`src/rtl/shift_pkg.sv`:
```
package shift_pkg;

  typedef enum logic [1:0] {
    KIND_LOGIC  = 2'd0,
    KIND_ARITH  = 2'd1,
    KIND_ROTATE = 2'd2,
    KIND_HOLD   = 2'd3
  } shift_kind_e;

  typedef enum logic {
    DIR_LEFT  = 1'b0,
    DIR_RIGHT = 1'b1
  } shift_dir_e;

endpackage

```
`src/rtl/shift_stage.sv`:
```
// One level of a logarithmic right shifter: shifts by DIST when en_i is set.
module shift_stage
  import shift_pkg::*;
#(
  parameter int N    = 8,
  parameter int DIST = 1
) (
  input  logic        en_i,
  input  shift_kind_e fill_i,
  input  logic        sign_i,
  input  logic [N-1:0] d_i,
  output logic [N-1:0] q_o
);

  for (genvar i = 0; i < N; i++) begin : g_bit
    if (i + DIST < N) begin : g_inside
      assign q_o[i] = en_i ? d_i[i+DIST] : d_i[i];
    end else begin : g_edge
      logic fill_bit;
      always_comb begin
        unique case (fill_i)
          KIND_ROTATE: fill_bit = d_i[i+DIST-N];
          KIND_ARITH:  fill_bit = sign_i;
          default:     fill_bit = 1'b0;
        endcase
      end
      assign q_o[i] = en_i ? fill_bit : d_i[i];
    end
  end

endmodule

```
`src/rtl/shift_core.sv`:
```
// N-bit barrel shifter. Left shifts reuse the right-shift stages on the bit-reversed operand.
module shift_core
  import shift_pkg::*;
#(
  parameter int N  = 8,
  parameter int AW = 3
) (
  input  shift_dir_e   dir_i,
  input  shift_kind_e  kind_i,
  input  logic [AW-1:0] amt_i,
  input  logic [N-1:0] d_i,
  output logic [N-1:0] q_o
);

  logic        is_left;
  logic        sign_bit;
  shift_kind_e fill_kind;
  logic [N-1:0] d_rev;
  logic [N-1:0] pre;
  logic [N-1:0] post;
  logic [N-1:0] post_rev;
  logic [N-1:0] stg [AW+1];

  assign is_left  = (dir_i == DIR_LEFT);
  assign sign_bit = d_i[N-1];

  // left arithmetic vacates low bits, which take zeros
  assign fill_kind = (is_left && kind_i == KIND_ARITH) ? KIND_LOGIC : kind_i;

  for (genvar i = 0; i < N; i++) begin : g_rev
    assign d_rev[i]    = d_i[N-1-i];
    assign post_rev[i] = stg[AW][N-1-i];
  end

  assign pre    = is_left ? d_rev : d_i;
  assign stg[0] = pre;

  for (genvar s = 0; s < AW; s++) begin : g_stage
    shift_stage #(
      .N   (N),
      .DIST(1 << s)
    ) u_stage (
      .en_i  (amt_i[s]),
      .fill_i(fill_kind),
      .sign_i(sign_bit),
      .d_i   (stg[s]),
      .q_o   (stg[s+1])
    );
  end

  assign post = is_left ? post_rev : stg[AW];

  always_comb begin
    if (kind_i == KIND_HOLD) begin
      q_o = d_i;
    end else if (is_left && kind_i == KIND_ARITH) begin
      q_o = {sign_bit, post[N-2:0]};
    end else begin
      q_o = post;
    end
  end

endmodule

```
`src/rtl/shift_unit.sv`:
```
// Single or paired register shift unit, combinational.
module shift_unit
  import shift_pkg::*;
#(
  parameter int W = 8
) (
  input  logic                 pair_i,
  input  logic                 dir_i,
  input  logic [1:0]           kind_i,
  input  logic [$clog2(W)-1:0] amt_i,
  input  logic [W-1:0]         op_even_i,
  input  logic [W-1:0]         op_odd_i,
  output logic [W-1:0]         res_even_o,
  output logic [W-1:0]         res_odd_o
);

  localparam int PW = 2 * W;
  localparam int AW = $clog2(W);

  shift_dir_e  dir;
  shift_kind_e kind;
  logic [W-1:0]  single_q;
  logic [PW-1:0] pair_d;
  logic [PW-1:0] pair_q;

  assign dir    = shift_dir_e'(dir_i);
  assign kind   = shift_kind_e'(kind_i);
  assign pair_d = {op_even_i, op_odd_i};

  shift_core #(.N(W), .AW(AW)) u_single (
    .dir_i (dir),
    .kind_i(kind),
    .amt_i (amt_i),
    .d_i   (op_even_i),
    .q_o   (single_q)
  );

  shift_core #(.N(PW), .AW(AW)) u_pair (
    .dir_i (dir),
    .kind_i(kind),
    .amt_i (amt_i),
    .d_i   (pair_d),
    .q_o   (pair_q)
  );

  always_comb begin
    if (pair_i) begin
      res_even_o = pair_q[PW-1:W];
      res_odd_o  = pair_q[W-1:0];
    end else begin
      res_even_o = single_q;
      res_odd_o  = op_odd_i;
    end
  end

endmodule

```
`config.mk`:
```
export PLATFORM = sky130hd
export DESIGN_NAME = shift_unit
export DESIGN_NICKNAME = d
export VERILOG_FILES = /design/src/rtl/shift_pkg.sv /design/src/rtl/shift_stage.sv /design/src/rtl/shift_core.sv /design/src/rtl/shift_unit.sv
export SDC_FILE = /design/constraint.sdc
export NUM_CORES = 1
export LEC_CHECK = 0
export ABC_AREA = 1
export BUFFER_PORTS_ARGS = -buffer_cell sky130_fd_sc_hd__buf_4
export CELL_PAD_IN_SITES_DETAIL_PLACEMENT = 1
export CELL_PAD_IN_SITES_GLOBAL_PLACEMENT = 2
export CORE_MARGIN = 1.5
export CORE_UTILIZATION = 27
export DETAILED_ROUTE_END_ITERATION = 8
export PLACE_DENSITY_LB_ADDON = 0.1
export SLEW_MARGIN = 0
export SYNTH_ARGS = -nofsm -noshare
export SYNTH_HDL_FRONTEND = slang
export SYNTH_SLANG_ARGS = --single-unit
```
`constraint.sdc`:
```
create_clock -name vclk -period 2.4
set_input_delay 0.12 -clock vclk [all_inputs]
set_output_delay 0.12 -clock vclk [all_outputs]
set_load 0.005 [all_outputs]
```
==> impl_results.md <==
- CP Capture Type: output pin
- Core area: around 6900 µm²
- Avg Vias per Cell: roughly 5.2
- Initial Util: 28.5%
- CTS resizes: 0
- Area Growth Syn to Fin: 16.0%
- Detailed Route Iter0 Violations: between 200 and 250
- Top-Level Pins: 39
- Routed wire length: 9080 µm
- F_max: around 0.47 GHz
- Sequential share of the synthesized area: 0%
- Via count: approximately 2700
- Critical path origin: dir_i
- WL per Instance: about 17 µm
- Die H: slightly below 90 µm
- Syn_area_per_cell: approximately 4.8 µm²
- Post-route insts no fill: 530
- Outcome: finished, final reports clean
- Pwr Density: ~240 nW/µm²
- CP Data Required Time: about 2.3 ns
- CTS Hold Buffers Added: 0
- PortBufs: 39
- Die Wd: 88.3 µm
- Hpwl dp: ~7500 µm
- Crit path kind: in -> out
- Gr ovfl total: 0
- Maximum vdd ir drop: 0.0000594 V
- Relative slew slack: around two thirds
- CP max FO: 26
- Syn Std Cell Area: 1970 µm²
- HP Class: in -> out
- DR DRC count: 0
- Post-Place Setup Slack: approximately 0.17 ns
- Crit start category: primary input
- Top cell type by total area after synthesis: nand3_1
- DRT antenna net count: 0
- YS warnings: 0
- Share of layout cells above drive strength 1: ~17%
- Fill cells: about 1000
- Slew @ Worst Pin: 0.477 ns
- P_leak: 0.00129 µW
- Cells after DPL: 530
- Final setup viols: 0
- Synth Instances: roughly 400
- Pre-antenna DRT Iters: 4
- Largest net degree at the start of global routing: 51
- Setup bufs post-CTS: 0
- Period Utilization, post-route: 88.7%
- Die ar.: ~7800 µm²
- Netlist cell types: 29
- Startpoint of the worst hold path: op_even_i[3]
- Worst setup margin: 0.270 ns
- Register Area: 0 µm²
- First-pass GRT wire length: 14500 µm
- Tmin final: 2.13 ns
- Ranking of synthesized cells by area: nand3_1 (32%), nand2_1 (30%), inv_1 (4.6%), nor2_1 (4.0%), buf_2 (3.8%)
- Final Util: approximately 33%
- Row count: 30
- Routability cong.: approximately 0.9
- CLK BUF: 0
- Seq_cells: 0
- Nets: approximately 460
- Most common cell in the synthesized netlist: nand2_1
- Critical Path AT: approximately 2.0 ns
- Initial antenna violation count: 0
- Post-Syn Nets: about 440
- Post-synth top cells: nand2_1 (157), nand3_1 (124), inv_1 (24)
- Number of global-route vias before repair: ~2700
- MaxCap Viol Count: 0
- Max-slew violations: 0
- Inserted Diodes: 0
- Global Route Usage Sum: between 20% and 30%
- Setup TNS: 0 ns
- Top cell type's share of synthesized area: a little under a third
- Final Hold Fails: 0
- RSZ-0062 raised after global routing: no
[final timing paths]
path | to | slack [ns] | cells after the start
worst max-delay path | res_even_o[7] | 0.27 | 17
worst min-delay path | res_even_o[3] | 0.54 | 4
[per-layer routing]
layer	vias to the layer above	wire, µm	GRT usage, %
li1	1404	-	-
met1	1260	4160	32.6
met2	75	4340	43.9
met3	10	316	0.653
met4	0	255	5.40
met5	-	0	0
[report_power, final]
group / internal (µW) / switching, µW
clock network: 0 / 0
logic: 202 / 350
registers: 0 / 0
total: 202 / 350
[critical path: stages]
cell and delay, ns:
buf_4 0.13, inv_6 0.11, buf_4 0.34, nand2_1 0.21, nand3_1 0.14, nand2_1 0.06, nand2_1 0.06, nand2_1 0.12
nand2_1 0.16, nand3_1 0.11, nand2_1 0.08, inv_1 0.03, nand2_1 0.05, nand2_1 0.05, nand2_1 0.05, nand2_1 0.05
buf_4 0.12
[through the flow]
stage	hold slack, ns	cell area (µm²)	total power (µW)
final	0.543	2280	552
after global routing	0.582	2280	623
after CTS	0.543	2270	553
after detailed placement	0.543	2270	550
after global placement	0.541	2270	550
after floorplan	0.337	1970	361
[cell type report]
class                           instances  area, µm²  share of cell area, %
Multi-Input combinational cell        359       1690                   74.1
Timing Repair Buffer                   48        364                   16.0
Tap cell                               96        120                   5.27
Inverter                               27        106                   4.67
[kinds of logic (layout without fill, tap and decap cells)]
logic type	after synthesis	in the layout	share of synthesized area, %
AO/OA/AOI/OAI	35	35	10.2
adder cells (fa/ha/maj)	2	2	1.27
buffers and inverters	52	75	14.2
AND/OR/NAND/NOR	322	322	74.3
[cell usage in the layout, fill, tap and decap left out]
cell	Yosys	routed
nand2_1	157	157
nand3_1	124	124
buf_4	1	47
inv_1	24	24
nor2_1	21	21
a21oi_1	11	11
nand2_2	9	9
o21ai_1	9	9
o21ai_0	7	7
nand3_2	6	6
o21ai_2	3	3
o211ai_1	2	2
nand2_4	2	2
inv_6	1	1
inv_2	1	1
nand2_8	1	1
clkinv_1	1	1
nor2_2	1	1
o21a_1	1	1
a21oi_2	1	1
a22o_1	1	1
or2_2	1	1
ha_1	2	1
ha_2	0	1
buf_6	3	1
No activity file was read; power rests on OpenSTA's default activity.
